**src/rtl/ppm_pkg.sv**
```systemverilog
// Shared types for the pulse-position downlink decoder.
package ppm_pkg;
    // Coding mode picked by the start pattern; the value is the frame_mode output.
    typedef enum logic {
        CODE_1OF4   = 1'b0,
        CODE_1OF256 = 1'b1
    } code_mode_t;

    // Start-pattern hunter state.
    typedef enum logic {
        SOF_HUNT,
        SOF_GAP
    } sof_state_t;

    // Symbol decoder phase.
    typedef enum logic [1:0] {
        SYM_IDLE,
        SYM_LEAD,
        SYM_DATA
    } sym_phase_t;
endpackage

```
**src/rtl/ppm_pause_cond.sv**
```systemverilog
// Pause conditioner: two-flop synchroniser, then a filter that changes its
// output only after MIN_W consecutive cycles at the new level. Gives a
// single-cycle pulse on each accepted pause leading edge.
// Assumes MIN_W >= 2. The latency is fixed, so relative timing is preserved.
module ppm_pause_cond #(
    parameter int MIN_W = 3
) (
    input  logic clk,
    input  logic rst_n,
    input  logic pause_i,
    output logic rise_o
);
    localparam int CW = $clog2(MIN_W);

    logic          sync0, sync1;
    logic          filt, filt_q;
    logic [CW-1:0] cnt;

    // Bring the asynchronous pause flag into the clock domain.
    always_ff @(posedge clk) begin
        if (!rst_n) begin
            sync0 <= 1'b0;
            sync1 <= 1'b0;
        end else begin
            sync0 <= pause_i;
            sync1 <= sync0;
        end
    end

    // Accept a level change only after it has persisted for MIN_W cycles.
    always_ff @(posedge clk) begin
        if (!rst_n) begin
            filt   <= 1'b0;
            filt_q <= 1'b0;
            cnt    <= '0;
        end else begin
            filt_q <= filt;
            if (sync1 != filt) begin
                if (cnt == CW'(MIN_W - 1)) begin
                    filt <= sync1;
                    cnt  <= '0;
                end else begin
                    cnt <= cnt + 1'b1;
                end
            end else begin
                cnt <= '0;
            end
        end
    end

    assign rise_o = filt & ~filt_q;
endmodule

```
**src/rtl/ppm_sof_det.sv**
```systemverilog
// Start-pattern hunter: measures the gap between two pause leading edges and
// classifies it as a one-of-4 start, a one-of-256 start, or a violation.
// Assumes en is low while a frame is being decoded; a low en clears the hunt.
module ppm_sof_det
    import ppm_pkg::*;
#(
    parameter int SLOT_LOG2 = 8
) (
    input  logic       clk,
    input  logic       rst_n,
    input  logic       en,
    input  logic       rise,
    output logic       sof_ok,
    output logic       sof_err,
    output code_mode_t mode_o
);
    localparam int H      = 1 << (SLOT_LOG2 - 1);
    localparam int Q      = H / 2;
    localparam int GW     = SLOT_LOG2 + 3;
    localparam int G4_LO  = 6 * H - Q;
    localparam int G4_HI  = 6 * H + Q;
    localparam int G256_LO = 4 * H - Q;
    localparam int G256_HI = 4 * H + Q;
    localparam int G_MAX  = 7 * H;

    sof_state_t    state;
    logic [GW-1:0] gap;
    logic          in4, in256;

    assign in4   = (int'(gap) >= G4_LO)   && (int'(gap) < G4_HI);
    assign in256 = (int'(gap) >= G256_LO) && (int'(gap) < G256_HI);

    // Track the first pause, time the gap, judge at the second pause.
    always_ff @(posedge clk) begin
        if (!rst_n) begin
            state   <= SOF_HUNT;
            gap     <= '0;
            sof_ok  <= 1'b0;
            sof_err <= 1'b0;
            mode_o  <= CODE_1OF4;
        end else if (!en) begin
            state   <= SOF_HUNT;
            gap     <= '0;
            sof_ok  <= 1'b0;
            sof_err <= 1'b0;
        end else begin
            sof_ok  <= 1'b0;
            sof_err <= 1'b0;
            case (state)
                SOF_HUNT: begin
                    if (rise) begin
                        state <= SOF_GAP;
                        gap   <= GW'(1);
                    end
                end
                SOF_GAP: begin
                    if (rise) begin
                        state <= SOF_HUNT;
                        if (in4) begin
                            sof_ok <= 1'b1;
                            mode_o <= CODE_1OF4;
                        end else if (in256) begin
                            sof_ok <= 1'b1;
                            mode_o <= CODE_1OF256;
                        end else begin
                            sof_err <= 1'b1;
                        end
                    end else if (int'(gap) == G_MAX) begin
                        state <= SOF_HUNT;
                    end else begin
                        gap <= gap + 1'b1;
                    end
                end
                default: state <= SOF_HUNT;
            endcase
        end
    end
endmodule

```
**src/rtl/ppm_sym_dec.sv**
```systemverilog
// Symbol decoder: keeps slot timing from the start pattern, turns pause slot
// positions into bytes, recognises end of frame and flags coding violations.
// Assumes start is a single-cycle pulse one cycle after the second start
// pause edge, and that SLOT_LOG2 >= 3.
module ppm_sym_dec
    import ppm_pkg::*;
#(
    parameter int SLOT_LOG2 = 8
) (
    input  logic       clk,
    input  logic       rst_n,
    input  logic       start,
    input  code_mode_t mode,
    input  logic       rise,
    output logic       busy,
    output logic       byte_valid,
    output logic [7:0] byte_data,
    output logic       frame_end,
    output logic       viol
);
    localparam int SW        = SLOT_LOG2;
    localparam int START_OFS = 2;

    sym_phase_t    phase;
    code_mode_t    mode_q;
    logic [SW-1:0] cyc;
    logic [7:0]    sidx;
    logic [7:0]    val;
    logic [7:0]    shreg;
    logic [1:0]    pair;
    logic          got;

    logic       slot_end, last_slot, early_hit, data_hit, got_eff;
    logic [7:0] val_eff, sh_ins;

    // Per-cycle slot decisions.
    always_comb begin
        slot_end  = &cyc;
        last_slot = (mode_q == CODE_1OF4) ? (sidx == 8'd3) : (sidx == 8'd255);
        early_hit = rise && !cyc[SW-1];
        data_hit  = rise &&  cyc[SW-1];
        got_eff   = got | data_hit;
        val_eff   = data_hit ? sidx : val;
        sh_ins    = shreg;
        sh_ins[2*pair +: 2] = val_eff[1:0];
    end

    // Slot timing, symbol capture, byte assembly and frame termination.
    always_ff @(posedge clk) begin
        if (!rst_n) begin
            phase      <= SYM_IDLE;
            mode_q     <= CODE_1OF4;
            cyc        <= '0;
            sidx       <= '0;
            val        <= '0;
            shreg      <= '0;
            pair       <= '0;
            got        <= 1'b0;
            byte_valid <= 1'b0;
            byte_data  <= '0;
            frame_end  <= 1'b0;
            viol       <= 1'b0;
        end else begin
            byte_valid <= 1'b0;
            frame_end  <= 1'b0;
            viol       <= 1'b0;
            case (phase)
                SYM_IDLE: begin
                    if (start) begin
                        phase  <= SYM_LEAD;
                        mode_q <= mode;
                        cyc    <= SW'(START_OFS);
                        sidx   <= '0;
                        pair   <= '0;
                        got    <= 1'b0;
                    end
                end
                SYM_LEAD: begin
                    if (rise) begin
                        viol  <= 1'b1;
                        phase <= SYM_IDLE;
                    end else begin
                        cyc <= cyc + 1'b1;
                        if (slot_end) phase <= SYM_DATA;
                    end
                end
                SYM_DATA: begin
                    if (early_hit) begin
                        phase <= SYM_IDLE;
                        if (sidx == 8'd0 && !got && pair == 2'd0) frame_end <= 1'b1;
                        else                                      viol      <= 1'b1;
                    end else if (data_hit && got) begin
                        phase <= SYM_IDLE;
                        viol  <= 1'b1;
                    end else begin
                        cyc <= cyc + 1'b1;
                        if (data_hit) begin
                            got <= 1'b1;
                            val <= sidx;
                        end
                        if (slot_end) begin
                            if (!last_slot) begin
                                sidx <= sidx + 1'b1;
                            end else if (!got_eff) begin
                                phase <= SYM_IDLE;
                                viol  <= 1'b1;
                            end else begin
                                sidx <= '0;
                                got  <= 1'b0;
                                if (mode_q == CODE_1OF256) begin
                                    byte_valid <= 1'b1;
                                    byte_data  <= val_eff;
                                end else begin
                                    shreg <= sh_ins;
                                    pair  <= pair + 1'b1;
                                    if (pair == 2'd3) begin
                                        byte_valid <= 1'b1;
                                        byte_data  <= sh_ins;
                                    end
                                end
                            end
                        end
                    end
                end
                default: phase <= SYM_IDLE;
            endcase
        end
    end

    assign busy = (phase != SYM_IDLE);
endmodule

```
**src/rtl/ppm_frame_dec.sv**
```systemverilog
// Pulse-position downlink frame decoder top: power-up hold, pause
// conditioning, start-pattern hunt and symbol decoding.
// Assumes clk runs at carrier rate and pause_i is high during a pause.
module ppm_frame_dec
    import ppm_pkg::*;
#(
    parameter int SLOT_LOG2 = 8,
    parameter int MIN_W     = 3,
    parameter int PWRUP_CYC = 1356
) (
    input  logic       clk,
    input  logic       rst_n,
    input  logic       pause_i,
    output logic       byte_valid,
    output logic [7:0] byte_data,
    output logic       frame_start,
    output logic       frame_mode,
    output logic       frame_end,
    output logic       frame_err
);
    localparam int PCW = $clog2(PWRUP_CYC + 1);

    logic [PCW-1:0] pw_cnt;
    logic           powered, rise, busy, sof_ok, sof_err, sym_viol;
    code_mode_t     sof_mode;

    // Hold the hunt off until the power-up interval has elapsed.
    always_ff @(posedge clk) begin
        if (!rst_n)        pw_cnt <= '0;
        else if (!powered) pw_cnt <= pw_cnt + 1'b1;
    end
    assign powered = (pw_cnt == PCW'(PWRUP_CYC));

    ppm_pause_cond #(.MIN_W(MIN_W)) u_cond (
        .clk    (clk),
        .rst_n  (rst_n),
        .pause_i(pause_i),
        .rise_o (rise)
    );

    ppm_sof_det #(.SLOT_LOG2(SLOT_LOG2)) u_sof (
        .clk    (clk),
        .rst_n  (rst_n),
        .en     (powered && !busy),
        .rise   (rise),
        .sof_ok (sof_ok),
        .sof_err(sof_err),
        .mode_o (sof_mode)
    );

    ppm_sym_dec #(.SLOT_LOG2(SLOT_LOG2)) u_sym (
        .clk       (clk),
        .rst_n     (rst_n),
        .start     (sof_ok),
        .mode      (sof_mode),
        .rise      (rise),
        .busy      (busy),
        .byte_valid(byte_valid),
        .byte_data (byte_data),
        .frame_end (frame_end),
        .viol      (sym_viol)
    );

    assign frame_start = sof_ok;
    assign frame_mode  = sof_mode;
    assign frame_err   = sof_err | sym_viol;
endmodule

```
**config.mk**
```make
export PLATFORM = sky130hd
export DESIGN_NAME = ppm_frame_dec
export DESIGN_NICKNAME = d
export VERILOG_FILES = /design/src/rtl/ppm_pkg.sv /design/src/rtl/ppm_pause_cond.sv /design/src/rtl/ppm_sof_det.sv /design/src/rtl/ppm_sym_dec.sv /design/src/rtl/ppm_frame_dec.sv
export SDC_FILE = /design/constraint.sdc
export NUM_CORES = 1
export LEC_CHECK = 0
export BUFFER_PORTS_ARGS = -buffer_cell sky130_fd_sc_hd__buf_2
export CAP_MARGIN = 20
export CORE_MARGIN = 2
export CORE_UTILIZATION = 60
export CTS_BUF_LIST = sky130_fd_sc_hd__clkbuf_4 sky130_fd_sc_hd__clkbuf_8
export DETAILED_ROUTE_END_ITERATION = 8
export PLACE_DENSITY = 0.85
export SYNTH_ARGS = -nofsm -noshare
export SYNTH_HDL_FRONTEND = slang
export SYNTH_HIERARCHICAL = 1
export SYNTH_SLANG_ARGS = --single-unit
export TNS_END_PERCENT = 20
```
**constraint.sdc**
```tcl
create_clock -name clk -period 3 [get_ports clk]
set_input_delay 0.15 -clock clk [delete_from_list [all_inputs] [get_ports clk]]
set_output_delay 0.15 -clock clk [all_outputs]
set_load 0.05 [all_outputs]
```
# Yosys cells after proc, flatten, opt, wreduce, memory -nomap -nowiden
# Index checks and enable logic that the tools add are counted.
# op_classes
addsub,7
magnitude_cmp,4
eq_ne,25
shifts,2
n_mux,65
bitwise_logic,16
reduce_logical,38
# op_table
cell,count
$mux W8,13
$neg A3 Y34,1
$shift A2 B34 Y8 const A,1
$shiftx A2 B34 Y8,1
$mux W11,3
$mux W2,15
$reduce_and A14 Y1,2
$mux W1,25
$pmux W8 S3,1
$add A11 B1 Y11 const B,2
$eq A11 B11 Y1 const B,2
$lt A11 B10 Y1 const B,2
$pmux W11 S2,1
$add A8 B1 Y8 const B,2
$pmux W8 S2,1
$reduce_and A8 Y1,2
$ne A2 B2 Y1 const B,7
$not A1 Y1,13
$reduce_and A4 Y1,3
$ge A11 B10 Y1 const B,1
$ge A11 B9 Y1 const B,1
$reduce_and A5 Y1,2
$reduce_and A3 Y1,3
$bwmux W8,1
27 further kinds,52
# totals
regBits,81
word_cells,180

# Longest topological paths before layout
# logic_depth
ltp_word,10
mapped_depth,9

# By module
# The synthesis kept the hierarchy.
# by_module_without_submodules
module,instances,cells_each,area_per_inst_um2
ppm_sym_dec,1,294,2598.7
ppm_sof_det,1,92,774.5
ppm_frame_dec,1,65,551.8
ppm_pause_cond,1,17,205.2

# Worst setup path after synthesis
# No wires, ideal clock.
# synth_path
path_type,reg-to-reg
start,register u_sym.sidx[2]
end,register u_sym.shreg[0]
t_arrival_ns,2.248
path_slack_ns,0.636
path_stages_with_launch,9
n_path_buf,2
period_less_slack_ns,2.364
cell_sequence,dfxtp_1 -> buf_2 -> or4_1 -> or4_4 -> a211oi_2 -> and3b_1 -> buf_6 -> mux2i_1 -> nor2b_1
# synth_between
elab_chain_len,3
word_cells_on_any_way,4
classes_between,eq/ne: 2; mux: 1; reduce/logical: 1
# synth_lines
element,line_no,rtl
start: declaration,ppm_sym_dec.sv:27,logic [7:0] sidx;
start signal: assignment,ppm_sym_dec.sv:103,sidx <= sidx + 1'b1;
$eq A8 B2 Y1 / $eq A8 B8 Y1 (equally long branches),ppm_sym_dec.sv:39,last_slot = (mode_q == CODE_1OF4) ? (sidx == 8'd3) : (sidx == 8'd255);
$mux W1 *,ppm_sym_dec.sv:39,
$reduce_and A14 Y1 (no line) *,-,
end signal: assignment,ppm_sym_dec.sv:114,shreg <= sh_ins;
end: declaration,ppm_sym_dec.sv:29,logic [7:0] shreg;
# Mark *: on every way between the ends. The rest lies on a longest branch, timed or not.
# A chain may end at the register's enable or synchronous reset.

# Worst setup path in the final report
# layout_path
start,register u_sym.sidx[2]
end,register u_sym.shreg[5]
# The elaborated chain is that of the path after synthesis.

==> flow_metrics.env <==
export IMPL_status="finished clean"
export IMPL_place_hpwl_mm=5.81
export IMPL_root_buffer="clkbuf_8"
export IMPL_port_buffers=15
export IMPL_wire_per_inst_um=14.6
export IMPL_layout_nets=505
export IMPL_seq_area_frac_synth=0.393
export IMPL_wl_mm=8.27
export IMPL_hold_violations=0
export IMPL_clkPwrFrac=0.438
export IMPL_slew_viol_final=0
export IMPL_start_util=0.615
export IMPL_clock_sinks=81
export IMPL_p_int_uw=1600
export IMPL_cts_tree="yes"
export IMPL_cts_max_level=3
export IMPL_antennaDiodeCount=0
export IMPL_ys_async_sr_fraction=0
export IMPL_critPathKind="flip-flop to flip-flop"
export IMPL_worstMarginPinSlew_ps=654
export IMPL_die_h_um=87.0
export IMPL_critPathRequiredTime_ps=3240
export IMPL_fp_dieW_um=87.0
export IMPL_min_from="rst_n"
export IMPL_drive_gt1_frac=0.102
export IMPL_core_area_um2=6720
export IMPL_num_vias=3370
export IMPL_cap_violations=0
export IMPL_clockBufferDepth=2
export IMPL_rsz0062_at_grt="false"
export IMPL_swShare=0.198
export IMPL_avgViaCountPerCell=5.93
export IMPL_setup_tns_final_ps=0
export IMPL_p_per_area_nw_per_um2=443
export IMPL_netlist_area_um2=4130
export IMPL_arrival_ps=3000
export IMPL_finalSetupViolCount=0
export IMPL_numCtsBuffers=9
export IMPL_synth_area_leaders="dfxtp_1 39%, mux2i_1 6.1%, ha_1 5.5%"
export IMPL_ys_warn_count=6
export IMPL_yosys_area_share_adder=0.0545
export IMPL_ant_nets=0
export IMPL_seqPwrFrac=0.544
export IMPL_pwr_share_comb=0.018
export IMPL_r2r_start="u_sym/sidx[2]$_SDFFE_PN0P_"
export IMPL_synth_compound_area_share=0.140
export IMPL_clk_pin_slew_worst_paths_ps=80
export IMPL_maxSlewHeadroom=0.564
export IMPL_netlist_instances=468
export IMPL_synthXorXnorAreaFrac=0.0527
export IMPL_ys_ff_latch=81
export IMPL_gr_total_overflow=0
export IMPL_min_path_type="input port to flip-flop"
export IMPL_fin_crit_sh=0.919
export IMPL_synth_most_common_cell="dfxtp_1"
export IMPL_grt_pass1_wl_mm=14.2
export IMPL_end_kind="flip-flop"
export IMPL_worstSetupStartpoint="u_sym/sidx[2]$_SDFFE_PN0P_"
export IMPL_crit_chain="or4_1, or4_4, a211oi_2, and3b_1, mux2i_1, nor2b_1"
export IMPL_rows=30
export IMPL_netlist_top_cells_count="81 x dfxtp_1, 42 x nor2_1, 35 x nand2_1, 30 x inv_1, 25 x mux2i_1"
export IMPL_p_switching_uw=395
export IMPL_vdd_drop_max_uv=238
export IMPL_synth_top_family_by_area="simple AND/OR/NAND/NOR gates"
export IMPL_synth_nets=489
export IMPL_power_leakage_uw=0.00172
export IMPL_drt_iter0_drc=182
export IMPL_antenna_found_initial=0
export IMPL_cpPeakStageDelay_ps=580
export IMPL_die_area_um2=7560
export IMPL_drt_pass1_iter_count=5
export IMPL_grt_pass1_vias=3174
export IMPL_clk_latency_ps=350
export IMPL_drc_errors=0
export IMPL_start_kind="flip-flop"
export IMPL_synth_mux_area_fraction=0.0633
export IMPL_synth_top_area_share=0.393
export IMPL_min_period_ps=2760
export IMPL_syn_avg_cell_area_um2=8.83
export IMPL_fmax_mhz=363
export IMPL_yosys_area_share_simple=0.251
export IMPL_ys_flop_type="dfxtp_1"
export IMPL_yosysTopAreaCell="dfxtp_1"
export IMPL_critPathMaxFanout=8
export IMPL_routabilityCongestion=0.837
export IMPL_grt_usage=0.235
export IMPL_slowest_stage="or4_1"
export IMPL_grt_max_degree=29
export IMPL_final_util=0.669
export IMPL_cts_resized=0
export IMPL_io_pins=16
export IMPL_synth_edf_count=0
export IMPL_synth_distinct_cells=62
export IMPL_syn_to_final_growth_pct=8.79
export IMPL_finalClockSkew_ps=8.23
[per-stage QoR]
| stage | std cells | hold slack [ps] | setup WS, ps | cell area [um^2] | total power (uW) |
|---|---|---|---|---|---|
| floorplan | 468 | 272 | 636 | 4130 | 1130 |
| global placement | 552 | 356 | 419 | 4270 | 1140 |
| detailed placement | 552 | 361 | 310 | 4270 | 1140 |
| CTS | 568 | 263 | 248 | 4490 | 2010 |
| global route | 568 | 309 | 136 | 4490 | 2060 |
| finish | 568 | 272 | 244 | 4490 | 1990 |
[state kept, by name (all words and copies together), names as in the netlist, 2 cells and up]
signal	flops
u_sym/phase	2
u_sym/val	8
u_sym/shreg	8
u_sym/pair	2
u_sof/gap	11
u_cond/cnt	2
u_sym/byte_data	8
u_sym/sidx	8
u_sym/cyc	8
pw_cnt	11
[worst paths after layout]
| check | endpoint | slack [ps] | cells after the start |
|---|---|---|---|
| hold / removal | u_sof/mode_o$_SDFFE_PN0P_ | 270 | 2 |
| setup reg to reg | u_sym/shreg[5]$_SDFFE_PN0P_ | 240 | 6 |
| hold reg to reg | u_cond/cnt[0]$_SDFF_PP0_ | 430 | 1 |
| setup / recovery | u_sym/shreg[5]$_SDFFE_PN0P_ | 240 | 6 |
[critical path: cells and delay by family, from the launching register on]
family,cells,cell delay (ps)
AOI/OAI and AO/OA,1,320
DFF,1,380
and+or+nand+nor,4,1700
muxes,1,260
[power groups by stage]
stage	sequential [uW]	clock, uW	combinational [uW]
after global placement	1110	0	32.1
after global routing	1080	935	39.7
final	1080	872	35.1
after detailed placement	1110	0	34.1
after CTS	1080	888	35.1
after floorplan	1110	0	23.1
[kinds of logic after synthesis]
kind of cell               Yosys count
and+or+nand+nor                    192
AOI/OAI and AO/OA                   81
DFF                                 81
buffers and inverters               46
muxes                               26
xor gates and xnor gates            24
adders and majority gates           18
[metal layers]
layer / vias to the layer above / track usage / share of wire
met5: - / 0 / 0
met4: 0 / 0.111 / 0.018
met3: 14 / 0.0379 / 0.030
met2: 59 / 0.413 / 0.50
met1: 1605 / 0.277 / 0.45
li1: 1692 / - / -
[area by class of cell]
class | instances | area (um^2)
repair buffers | 21 | 123
multi-input cells | 341 | 2320
inverters | 30 | 113
clock inverters | 3 | 65.1
flip-flops and latches | 81 | 1620
fillers | 544 | 2230
clock buffers | 12 | 153
well taps | 80 | 100
[repair_timing]
| item | 4_1_cts | 5_1_grt |
|---|---|---|
| endpoints found under the hold margin | 1 | 0 |
| buffers inserted | 0 | 0 |
| hold buffers | 1 | 0 |
[placed cells by master, fill, tap and decap left out, types with 10 or more instances in the layout]
master    count
dfxtp_1      81
nor2_1       42
ha_1         18
mux2i_1      25
nand3_1      21
xnor2_1      15
buf_2        15
nor2b_1      20
inv_1        30
nand4_1      12
nand2_1      35
clkbuf_8     10
a21oi_1      21
Power figures use the tool's default switching activity.
